File: src/rtl/arb_pkg.sv
package arb_pkg;
  typedef enum logic [1:0] {
    KEY_IDLE = 2'd0,
    KEY_HALF = 2'd1,
    KEY_OPEN = 2'd2
  } key_state_e;
endpackage

File: src/rtl/key_lock.sv
module key_lock
  import arb_pkg::*;
#(
  parameter int          DATA_W    = 8,
  parameter logic [7:0]  KEY_FIRST = 8'h55,
  parameter logic [7:0]  KEY_NEXT  = 8'hAA,
  parameter logic        LOCK_INIT = 1'b0
) (
  input  logic              clk,
  input  logic              rst_n,
  input  logic              wr_en,
  input  logic              wr_is_lock,
  input  logic [DATA_W-1:0] wr_data,
  output logic              locked,
  output logic              key_commit
);
  key_state_e state_q, state_n;
  logic       lock_q;
  logic       hit_first, hit_next;

  assign hit_first  = wr_en && wr_is_lock && (wr_data[7:0] == KEY_FIRST);
  assign hit_next   = wr_en && wr_is_lock && (wr_data[7:0] == KEY_NEXT);
  assign key_commit = (state_q == KEY_OPEN) && wr_en && wr_is_lock;

  always_comb begin
    state_n = state_q;
    if (wr_en) begin
      unique case (state_q)
        KEY_IDLE: state_n = hit_first ? KEY_HALF : KEY_IDLE;
        KEY_HALF: state_n = hit_next ? KEY_OPEN : (hit_first ? KEY_HALF : KEY_IDLE);
        KEY_OPEN: state_n = KEY_IDLE;
        default:  state_n = KEY_IDLE;
      endcase
    end
  end

  always_ff @(posedge clk or negedge rst_n) begin
    if (!rst_n) begin
      state_q <= KEY_IDLE;
      lock_q  <= LOCK_INIT;
    end else begin
      state_q <= state_n;
      if (key_commit) lock_q <= wr_data[0];
    end
  end

  assign locked = lock_q;

  // the lock bit moves only on a write completing the key
  a_r4_lock_moves_on_key: assert property (@(posedge clk) disable iff (!rst_n)
    (lock_q != $past(lock_q)) |-> $past(key_commit));

  // a write that neither continues nor restarts the key drops to idle
  a_r7_break_to_idle: assert property (@(posedge clk) disable iff (!rst_n)
    (state_q == KEY_HALF && wr_en && !hit_first && !hit_next) |=> (state_q == KEY_IDLE));
endmodule

File: src/rtl/prio_regs.sv
module prio_regs #(
  parameter int NUM_REQ = 4,
  parameter int PRIO_W  = 3,
  parameter int DATA_W  = 8,
  parameter int ADDR_W  = 3
) (
  input  logic                      clk,
  input  logic                      rst_n,
  input  logic                      wr_en,
  input  logic [ADDR_W-1:0]         wr_addr,
  input  logic [DATA_W-1:0]         wr_data,
  input  logic                      locked,
  output logic [NUM_REQ*PRIO_W-1:0] prio_flat
);
  localparam logic [PRIO_W-1:0] PRIO_LOWEST = '1;

  logic [NUM_REQ-1:0] reg_hit;

  for (genvar i = 0; i < NUM_REQ; i++) begin : g_prio
    logic [PRIO_W-1:0] val_q;
    assign reg_hit[i] = wr_en && !locked && (wr_addr == ADDR_W'(i));
    always_ff @(posedge clk or negedge rst_n) begin
      if (!rst_n)          val_q <= PRIO_LOWEST;
      else if (reg_hit[i]) val_q <= wr_data[PRIO_W-1:0];
    end
    assign prio_flat[i*PRIO_W +: PRIO_W] = val_q;
  end

  // while locked, no priority register can change
  a_r6_locked_hold: assert property (@(posedge clk) disable iff (!rst_n)
    locked |=> $stable(prio_flat));
endmodule

File: src/rtl/prio_select.sv
module prio_select #(
  parameter int NUM_REQ = 4,
  parameter int PRIO_W  = 3
) (
  input  logic                      clk,
  input  logic                      rst_n,
  input  logic [NUM_REQ-1:0]        req,
  input  logic [NUM_REQ*PRIO_W-1:0] prio_flat,
  output logic [NUM_REQ-1:0]        grant
);
  // Scan in index order; a strict less-than keeps the earlier index on ties.
  function automatic logic [NUM_REQ-1:0] pick_winner(
    input logic [NUM_REQ-1:0]        r,
    input logic [NUM_REQ*PRIO_W-1:0] p
  );
    logic              found;
    logic [PRIO_W-1:0] best;
    pick_winner = '0;
    found       = 1'b0;
    best        = '1;
    for (int i = 0; i < NUM_REQ; i++) begin
      if (r[i] && (!found || (p[i*PRIO_W +: PRIO_W] < best))) begin
        found          = 1'b1;
        best           = p[i*PRIO_W +: PRIO_W];
        pick_winner    = '0;
        pick_winner[i] = 1'b1;
      end
    end
  endfunction

  assign grant = pick_winner(req, prio_flat);

  // a single winner whenever anyone asks
  a_r8_one_winner: assert property (@(posedge clk) disable iff (!rst_n)
    (|req) |-> ($countones(grant) == 1));

  // never grant a requester that is not asking
  a_r9_no_orphan_grant: assert property (@(posedge clk) disable iff (!rst_n)
    (grant & ~req) == '0);
endmodule

File: src/rtl/mem_port_arbiter.sv
module mem_port_arbiter #(
  parameter  int NUM_REQ = 4,
  parameter  int PRIO_W  = 3,
  parameter  int DATA_W  = 8,
  localparam int ADDR_W  = $clog2(NUM_REQ + 1)
) (
  input  logic               clk,
  input  logic               rst_n,
  input  logic [NUM_REQ-1:0] req,
  output logic [NUM_REQ-1:0] grant,
  input  logic               wr_en,
  input  logic [ADDR_W-1:0]  wr_addr,
  input  logic [DATA_W-1:0]  wr_data,
  output logic               locked
);
  localparam logic [ADDR_W-1:0] LOCK_ADDR = ADDR_W'(NUM_REQ);

  logic                      wr_is_lock;
  logic                      key_commit;
  logic [NUM_REQ*PRIO_W-1:0] prio_flat;

  assign wr_is_lock = (wr_addr == LOCK_ADDR);

  key_lock #(.DATA_W(DATA_W)) u_key (
    .clk(clk), .rst_n(rst_n), .wr_en(wr_en), .wr_is_lock(wr_is_lock),
    .wr_data(wr_data), .locked(locked), .key_commit(key_commit)
  );

  prio_regs #(.NUM_REQ(NUM_REQ), .PRIO_W(PRIO_W), .DATA_W(DATA_W), .ADDR_W(ADDR_W)) u_regs (
    .clk(clk), .rst_n(rst_n), .wr_en(wr_en), .wr_addr(wr_addr),
    .wr_data(wr_data), .locked(locked), .prio_flat(prio_flat)
  );

  prio_select #(.NUM_REQ(NUM_REQ), .PRIO_W(PRIO_W)) u_sel (
    .clk(clk), .rst_n(rst_n), .req(req), .prio_flat(prio_flat), .grant(grant)
  );

  // a lock change always lands on a write to the lock register
  a_r4_change_on_lock_write: assert property (@(posedge clk) disable iff (!rst_n)
    (locked != $past(locked)) |-> $past(wr_en && wr_is_lock && key_commit));
endmodule

File: config.mk
export PLATFORM = sky130hd
export DESIGN_NAME = mem_port_arbiter
export DESIGN_NICKNAME = d
export VERILOG_FILES = /design/src/rtl/arb_pkg.sv /design/src/rtl/key_lock.sv /design/src/rtl/prio_regs.sv /design/src/rtl/prio_select.sv /design/src/rtl/mem_port_arbiter.sv
export SDC_FILE = /design/constraint.sdc
export NUM_CORES = 1
export LEC_CHECK = 0
export ABC_AREA = 0
export BUFFER_PORTS_ARGS = -buffer_cell sky130_fd_sc_hd__buf_2
export CORE_UTILIZATION = 59
export CTS_BUF_LIST = sky130_fd_sc_hd__clkbuf_2 sky130_fd_sc_hd__clkbuf_4 sky130_fd_sc_hd__clkbuf_8
export CTS_CLUSTER_SIZE = 28
export DETAILED_ROUTE_END_ITERATION = 8
export PLACE_DENSITY = 0.87
export SLEW_MARGIN = 30
export SYNTH_ARGS = -nofsm -noshare
export SYNTH_HDL_FRONTEND = slang
export SYNTH_SLANG_ARGS = --single-unit
File: constraint.sdc
create_clock -name clk -period 10.6 [get_ports clk]
set_clock_uncertainty 0.1 [all_clocks]
set_input_delay 0.53 -clock clk [delete_from_list [all_inputs] [get_ports clk]]
set_output_delay 0.53 -clock clk [all_outputs]
set_load 0.05 [all_outputs]
; ---- After elaboration in Yosys (flattened, before gate mapping)
; Cells that the tools add are included.
[op_classes]
muxes = 13
n_reduce_logical = 22
n_eq_ne = 8
n_lt_le_gt_ge = 3
[ops]
columns = operator, n
row1 = logical AND 1 bit, 13
row2 = 2-to-1 mux 4 bit, 3
row3 = less-than comparator 3 bit, 3
row4 = 2-to-1 mux 3 bit, 3
row5 = "== test 8 x 7 -> 1 bit, second input constant", 1
row6 = "== test 8 bit, second input constant", 1
row7 = "== test 3 x 2 -> 1 bit, second input constant", 2
row8 = 2-to-1 mux 1 bit, 5
row9 = logical NOT 1 bit, 4
row10 = one-hot mux 2 bit (2 select lines), 1
row11 = "== test 3 x 1 -> 1 bit, second input constant", 1
row12 = "== test 3 bit, second input constant", 1
row13 = logical NOT 3 bit, 1
row14 = logical OR 1 bit, 3
row15 = "== test 2 x 1 -> 1 bit, second input constant", 1
row16 = "== test 2 bit, second input constant", 1
row17 = logical NOT 2 bit, 1
row18 = 2-to-1 mux 2 bit, 1
[totals]
word_cells = 52
ff_bits = 15
inputBits = 18

; ---- Longest topological paths before layout
; Gate-level depths: netlist of the first run.
[depth]
ltp_word = 13
ltp_mapped = 19

; ---- Cells and area by module
; A second synthesis of the first run with hierarchy kept.
[unflattened]
cells_unflattened = 103
area_unflattened_um2 = 1104.8
[modules_own_cells]
columns = mod, cells_per_inst, instances, area_per_inst_um2
row1 = prio_regs, 29, 1, 510.5
row2 = prio_select, 56, 1, 410.4
row3 = key_lock, 17, 1, 171.4
row4 = mem_port_arbiter, 1, 1, 12.5

; ---- Worst setup path before layout of the first run
; No wires, ideal clock.
[synth_path]
path_type = input to output
from = in req[0]
to = out grant[1]
path_buffers = 0
cell_stages = 18
setup_slack_ps = 5064
arrival_time_ps = 4906
t_required_ps = 9970
cell_sequence = inv_1 -> nor2_1 -> ha_1 -> nor2_1 -> o2bb2ai_1 -> o21ai_2 -> mux2_2 -> ha_1 -> o21a_1 -> o22ai_2 -> and2_2 -> a31oi_1 -> mux2_2 -> ha_1 -> a211oi_1 -> and4_4 -> o31a_1 -> a2111oi_2
[synth_between]
elab_chain_cells = 13
[synth_lines]
columns = element, line
row1 = "start, declared", mem_port_arbiter.sv:9  ; input logic [NUM_REQ-1:0] req,
row2 = 2-to-1 mux 3 bit or 2-to-1 mux 1 bit (tied branches), prio_select.sv:22  ; if (r[i] && (!found || (p[i*PRIO_W +: PRIO_W] < best))) begin
row3 = less-than comparator 3 bit or logical NOT 1 bit (tied branches), prio_select.sv:22
row4 = logical OR 1 bit, prio_select.sv:22
row5 = logical AND 1 bit, prio_select.sv:22
row6 = 2-to-1 mux 3 bit or 2-to-1 mux 1 bit (tied branches), prio_select.sv:22
row7 = less-than comparator 3 bit or logical NOT 1 bit (tied branches), prio_select.sv:22
row8 = logical OR 1 bit, prio_select.sv:22
row9 = logical AND 1 bit, prio_select.sv:22
row10 = 2-to-1 mux 3 bit or 2-to-1 mux 1 bit (tied branches), prio_select.sv:22
row11 = less-than comparator 3 bit or logical NOT 1 bit (tied branches), prio_select.sv:22
row12 = logical OR 1 bit, prio_select.sv:22
row13 = logical AND 1 bit, prio_select.sv:22
row14 = 2-to-1 mux 4 bit *, prio_select.sv:22
row15 = "end, declared", mem_port_arbiter.sv:10  ; output logic [NUM_REQ-1:0] grant,
; Every way passes the cells marked *; elsewhere a longest branch is shown, timed or not.

; ---- Final worst setup path of the first run
; Ends and elaborated chain as after synthesis.

==> out/metrics.yaml, run 1 <==
synth:
  synthSimpleGateAreaFrac_pct: 21.98
  ys_seq_area_share_pct: 38.10
  syn-instance-count: 101
  synthArstFlopShare_pct: 100.0
  synth_xor_area_share_pct: 0
  synth_edf_count: 0
  synth_mux_area_share_pct: 15.26
  synth_top_family_by_area: "simple AND/OR/NAND/NOR gates"
  ys_types: 35
  synth_fp_nets: 124
  synth_compound_area_share_pct: 16.00
  yosysWarnings: 0
  synth.area.top_cells: "dfstp_2 (31%), mux2_2 (14%), dfrtp_1 (7.3%)"
  yosysTopAreaCell: "dfstp_2"
  syn_area_um2: 1025
  synthAdderAreaFrac_pct: 6.105
  ys_seq_elements: 15
  yosysMostFrequentCell: "mux2_2"
  netlist.area_leader.share_pct: 30.77
  syn_area_per_cell_um2: 10.15
  ys_top_cells_by_count: "mux2_2 (13), dfstp_2 (12), nand2_1 (9)"
  ys.flop_type: "dfstp_2"
power_and_ir_drop:
  power_density_nw_per_um2: 181.0
  vdd_drop_max_mv: 0.1073
  power_leakage_nw: 0.5290
  clkPwrFrac_pct: 15.8
  swShare_pct: 38.25
  p_switching_w: 0.00008203
  p_comb_share_pct: 45.9
  pwr-share-seq_pct: 38.3
  power_w: 0.0002145
  p_int_w: 0.0001324
routing:
  drc: 1
  drt_iter0_markers: 35
  wirelength_um: 2192
  viasPerCell: 6.301
  ant_nets: 0
  drt_first_pass_iters: 6
  num_vias: 901
  drt-wirelength-per-cell_um: 15.33
cts:
  path_clk_slew_ps: 80
  clock-sinks: 15
  ctsResizeCount: 0
  htree_levels: 1
  cts_max_path_buffers: 2
  numCtsBuffers: 3
  clk_latency_ps: 270
  cts_tree: "yes"
  cts_root_buf: "clkbuf_4"
  ctsHoldBuffers: 0
  post_cts_buffers: 0
setup_path:
  rr_worst_depth: 3
  cp.required_ps: 9970
  worstPathMaxFanout: 7
  cp-start-kind: "primary input"
  endpoint_kind: "output pin"
  timing.rr.start: "u_key.locked"
  reg2reg_setup_slack_ps: 8870
  critical_path_arrival_ps: 5030
  path_class: "in2out"
  critPathLaunch: "req[0]"
floorplan:
  fp.dieH_um: 43.68
  die_area_um2: 1908
  ioPinCount: 23
  initial_core_util_pct: 65.73
  fp.dieW_um: 43.68
  core_um2: 1559
  rows: 14
timing:
  slew_headroom_pct: 71.81
  timing.final.crit_share_pct: 53.37
  hold_ws_ps: 40.48
  final-max-slew-violation-count: 0
  worst_pin_slew_ps: 421.9
  rsz0062_at_grt: "no"
  finalSetupTns_ps: 0
  timing.final.ws_setup_ps: 4943
  finalHoldViolCount: 0
  finalSetupViolCount: 0
  fmax_ghz: 0.1768
  period_minus_slack_ps: 5657
status:
  violations: "design-rule violations"
  outcome: "finished with violations"
placed_design:
  dp_hpwl_um: 1747
  gp_congestion: 0.8759
  numPortBuffers: 22
  post-place-ws_ps: 5000
grt:
  antenna_found_initial: 0
  grt_pass1_wl_um: 3677
  grt_max_degree: 16
  grt_pass1_vias: 862
  grt.overflow.total: 0
  grt_usage_pct: 26.08
final_layout:
  layout-drive-gt1-share_pct: 46.46
  nFillCells: 124
  antenna-diode-count: 0
  final_nets: 151
  area_growth_pct: 15.63
worst_hold_path:
  hold_path.class: "in2async"
job:
  cap_violations: 0
## stage by stage
stage,instance area (µm²),util [%],std cells
after floorplan,1025,-,101
after global placement,1155,74.08,139
after detailed placement,1155,74.08,139
after CTS,1185,76.00,143
after global routing,1185,76.00,143
final,1185,76.00,143
## power by group through the flow
stage | Sequential [W] | Clock [W] | Combinational, W
2_1_floorplan | 0.0000807 | 0 | 0.0000754
3_3_place_gp | 0.0000828 | 0 | 0.0000935
3_5_place_dp | 0.0000832 | 0 | 0.0000968
4_1_cts | 0.0000822 | 0.0000350 | 0.0000974
5_1_grt | 0.0000839 | 0.0000364 | 0.000107
6_report | 0.0000822 | 0.0000339 | 0.0000984
## path summary, 6_finish.rpt
check | endpoint
max | grant[1]
min reg2reg | u_key.state_q[1]
min in group clk | u_key.state_q[1]
max in group asynchronous | u_regs.g_prio[2].val_q[2]
max reg2reg | u_regs.g_prio[0].val_q[2]
min | u_key.state_q[1]
## placed cells by master (no fill, tap or decap), types with 3 or more instances in the layout
cell type	Yosys	layout
dfstp_2	12	12
buf_2	0	22
clkbuf_4	0	4
ha_1	5	5
dfrtp_1	3	3
nor2_1	7	7
inv_1	7	7
mux2_2	13	13
nand3_1	4	4
o21ai_0	6	6
nor3_1	3	3
nand2_1	9	9
## registers in the layout, summed over array words and instances, names as in the netlist
name	count
u_key.state_q	2
u_regs.g_prio.val_q	12
u_key.locked	1
## routing by layer
| metal | routed length (µm) | vias to the layer above | part of all wire, % | GRT usage, % |
|---|---|---|---|---|
| met3 | 141 | 2 | 6.4 | 4.167 |
| met5 | 0 | - | 0 | 0 |
| met2 | 1122 | 40 | 51 | 45.67 |
| li1 | - | 436 | - | - |
| met1 | 914 | 423 | 42 | 32.52 |
| met4 | 13 | 0 | 0.59 | 8.750 |
## critical path: stages
cell and delay, ps:
buf_2 160, inv_1 100, nor2_1 170, ha_1 230, nor2_1 60, o2bb2ai_1 150
o21ai_2 220, mux2_2 380, ha_1 300, o21a_1 140, o22ai_2 70, and2_2 230
a31oi_1 300, mux2_2 400, ha_1 290, a211oi_1 100, and4_4 200, o31a_1 330
a2111oi_2 330, buf_2 320
## logic make-up (layout without fill, tap and decap cells)
| logic type | count (synthesis) | in the layout |
|---|---|---|
| mux | 14 | 14 |
| compound gates | 21 | 21 |
| buf+inv | 7 | 33 |
| flops | 15 | 15 |
| simple gates | 39 | 39 |
| fa+ha+maj | 5 | 5 |
## area by class of cell
cell class / instances / area (µm²) / area share [%]
Multi-Input combinational cell: 79 / 608.1 / 51.32
Sequential cell: 15 / 390.4 / 32.95
Timing Repair Buffer: 22 / 110.1 / 9.293
Clock buffer: 4 / 30.03 / 2.534
Inverter: 7 / 26.28 / 2.218
Tap cell: 16 / 20.02 / 1.690
(Power assumes the default switching activity.)
==> run 2, diff against run 1 <==
--- a/config.mk
+++ b/config.mk
@@ -7,11 +7,11 @@
 export LEC_CHECK = 0
 export ABC_AREA = 0
 export BUFFER_PORTS_ARGS = -buffer_cell sky130_fd_sc_hd__buf_2
-export CORE_UTILIZATION = 59
+export CORE_UTILIZATION = 55
 export CTS_BUF_LIST = sky130_fd_sc_hd__clkbuf_2 sky130_fd_sc_hd__clkbuf_4 sky130_fd_sc_hd__clkbuf_8
 export CTS_CLUSTER_SIZE = 28
 export DETAILED_ROUTE_END_ITERATION = 8
-export PLACE_DENSITY = 0.87
+export PLACE_DENSITY = 0.82
 export SLEW_MARGIN = 30
 export SYNTH_ARGS = -nofsm -noshare
 export SYNTH_HDL_FRONTEND = slang
==> constraint.sdc (replaced) <==
create_clock -name clk -period 5.9 [get_ports clk]
set_clock_uncertainty 0.1 [all_clocks]
set_input_delay 0.295 -clock clk [delete_from_list [all_inputs] [get_ports clk]]
set_output_delay 0.295 -clock clk [all_outputs]
set_load 0.05 [all_outputs]
==> out/metrics.yaml, run 2 (same netlist as run 1, synthesis figures left out) <==
final_layout:
  final_common_cell: "buf_2"  # unchanged
  final_nets: 152  # was 151
  regMostFlops: "u_regs.g_prio.val_q"  # unchanged
  largest_reg_flops: 12  # unchanged
  design_area_um2: 1204  # was 1185 µm²
  antenna-diode-count: 0  # unchanged
  layout-drive-gt1-share_pct: 46.09  # was 46.46%
  fin_util_pct: 68.96  # was 76.00%
  area_growth_pct: 17.46  # was 15.63%
  nFillCells: 148  # was 124
  final_cell_mix: "buf_2 (22), mux2_2 (13), dfstp_2 (12)"  # unchanged
routing:
  drt-wirelength-per-cell_um: 13.90  # was 15.33 µm
  drt_first_pass_iters: 4  # was 6
  wirelength_um: 2126  # was 2192 µm
  viasPerCell: 5.869  # was 6.301
  top_layer: "met4"  # unchanged
  wl_met1_um: 930  # was 914 µm
  drc: 0  # was 1
  wl_met2_um: 1074  # was 1122 µm
  dr_wl_met3_um: 86  # was 141 µm
  ant_nets: 0  # unchanged
  num_vias: 898  # was 901
  drt_iter0_markers: 12  # was 35
cts:
  cts_max_path_buffers: 2  # unchanged
  htree_levels: 1  # unchanged
  clock-sinks: 15  # unchanged
  cts_root_buf: "clkbuf_4"  # unchanged
  ctsResizeCount: 0  # unchanged
  clk_latency_ps: 280  # was 270 ps
  numCtsBuffers: 3  # unchanged
  cts_tree: "yes"  # unchanged
  post_cts_buffers: 0  # unchanged
  path_clk_slew_ps: 90  # was 80 ps
power_and_ir_drop:
  power_leakage_nw: 0.5325  # was 0.5290 nW
  vdd_drop_max_mv: 0.2308  # was 0.1073 mV
  power_density_nw_per_um2: 316.0  # was 181.0 nW/µm²
timing:
  finalSetupViolCount: 0  # unchanged
  rsz0062_at_grt: "no"  # unchanged
  slew_headroom_pct: 73.44  # was 71.81%
  finalHoldViolCount: 0  # unchanged
  timing.final.ws_setup_ps: 637.5  # was 4943 ps
  period_minus_slack_ps: 5263
  timing.final.crit_share_pct: 89.20
  finalSetupTns_ps: 0  # unchanged
  final-max-slew-violation-count: 0  # unchanged
  worst_pin_slew_ps: 397.6  # was 421.9 ps
  fmax_ghz: 0.1900
grt:
  grt_pass1_vias: 855  # was 862
  grt_pass1_wl_um: 3601  # was 3677 µm
  antenna_found_initial: 0  # unchanged
  grt_max_degree: 16  # unchanged
  grt_usage_pct: 24.92  # was 26.08%
  grt.overflow.total: 0  # unchanged
placed_design:
  dp_hpwl_um: 1736  # was 1747 µm
  post-place-ws_ps: 791.2  # was 5000 ps
  dpl_cell_area_um2: 1166  # was 1155 µm²
  gp_congestion: 0.8634  # was 0.8759
  numPortBuffers: 22  # unchanged
floorplan:
  core_um2: 1745  # was 1559 µm²
  fp.dieH_um: 45.17  # was 43.68 µm
  rows: 15  # was 14
  initial_core_util_pct: 58.71  # was 65.73%
  ioPinCount: 23  # unchanged
  die_area_um2: 2040  # was 1908 µm²
  fp.dieW_um: 45.17  # was 43.68 µm
setup_path:
  path_class: "reg2out"  # was in2out
  cp-start-kind: "flip-flop"  # was primary input
  reg2reg_setup_slack_ps: 4220  # was 8870 ps
  worstPathMaxFanout: 4  # was 7
  cp.required_ps: 5510  # was 9970 ps
  endpoint_kind: "output pin"  # unchanged
  path_delay_family: "compound AO/OA/AOI/OAI gates"  # unchanged
  critPathSlowestCell: "dfstp_2"  # was mux2_2
  timing.rr.start: "u_key.locked"  # unchanged
  path_buf_inv: 1  # was 3
  crit_top_cell: "ha_1"  # unchanged
  path_cells: "nor2_1, ha_1, o2bb2ai_1, o21ai_2, mux2_2, ha_1, o21a_1, o22ai_2, and2_2, a31oi_1, mux2_2, ha_1, a211oi_1, and4_4, o31a_1, a2111oi_2, buf_2"  # was buf_2, inv_1, nor2_1, ha_1, nor2_1, o2bb2ai_1, o21ai_2, mux2_2, ha_1, o21a_1, o22ai_2, and2_2, a31oi_1, mux2_2, ha_1, a211oi_1, and4_4, o31a_1, a2111oi_2, buf_2
  crit_path_max_incr_delay_ps: 540  # was 400 ps
  critPathLaunch: "u_regs.g_prio[0].val_q[2]"  # was req[0]
  critical_path_arrival_ps: 4870  # was 5030 ps
worst_hold_path:
  holdCritStartpoint: "wr_en"
  hold_path.class: "in2reg"  # was in2async
job:
  cap_violations: 0  # unchanged
status:
  outcome: "finished, final reports clean"  # was finished with violations
-- run 2: worst register-to-register path, stage by stage (launching register included) --
cell     delay (ps)
dfrtp_1         400
nor3b_1         370
nor3b_2         380
mux2_2          380
-- run 2: through the flow --
stage,hold WS [ps],std cells,total power [W]
after floorplan,-100.6,101,0.0002803
after global placement,101.7,148,0.0003168
after detailed placement,109.2,148,0.0003244
after CTS,124.0,153,0.0003833
after global routing,138.8,153,0.0004052
final,137.8,153,0.0003803
-- run 2: final cells by class --
class	instances	area (µm²)	area share, %
Tap cell	25	31.28	2.599
Multi-Input combinational cell	79	608.1	50.52
Sequential cell	15	390.4	32.43
Clock buffer	3	22.52	1.871
Inverter	7	26.28	2.183
Timing Repair Buffer	23	120.1	9.979
Clock inverter	1	5.005	0.4158
-- run 2: final timing paths --
path	depth (start not counted)	to
worst max-delay path	17	grant[1]
worst min-delay path	2	u_key.state_q[1]
worst max register to register	3	u_regs.g_prio[0].val_q[2]
worst min register to register	1	u_key.state_q[1]
max in group asynchronous	2	u_regs.g_prio[2].val_q[0]
min in group asynchronous	2	u_key.state_q[0]
-- run 2: report_power, final --
| group | switching (W) | leakage, nW | internal (W) |
|---|---|---|---|
| logic | 0.000101 | 0.347 | 0.0000733 |
| registers | 0.0000152 | 0.168 | 0.000134 |
| clock network | 0.0000315 | 0.0177 | 0.0000251 |
-- run 2: repair_timing --
action / 4_1_cts / 5_1_grt
setup endpoints to repair: 0 / 0
hold endpoints to repair: 3 / 0
hold buffers: 1 / 0
-- run 2: layer usage --
metal  vias up  global-route usage, %
met3         4                  2.400
li1        439                      -
met2        31                  42.61
met5         -                      0
met4         0                  14.55
met1       424                  30.28
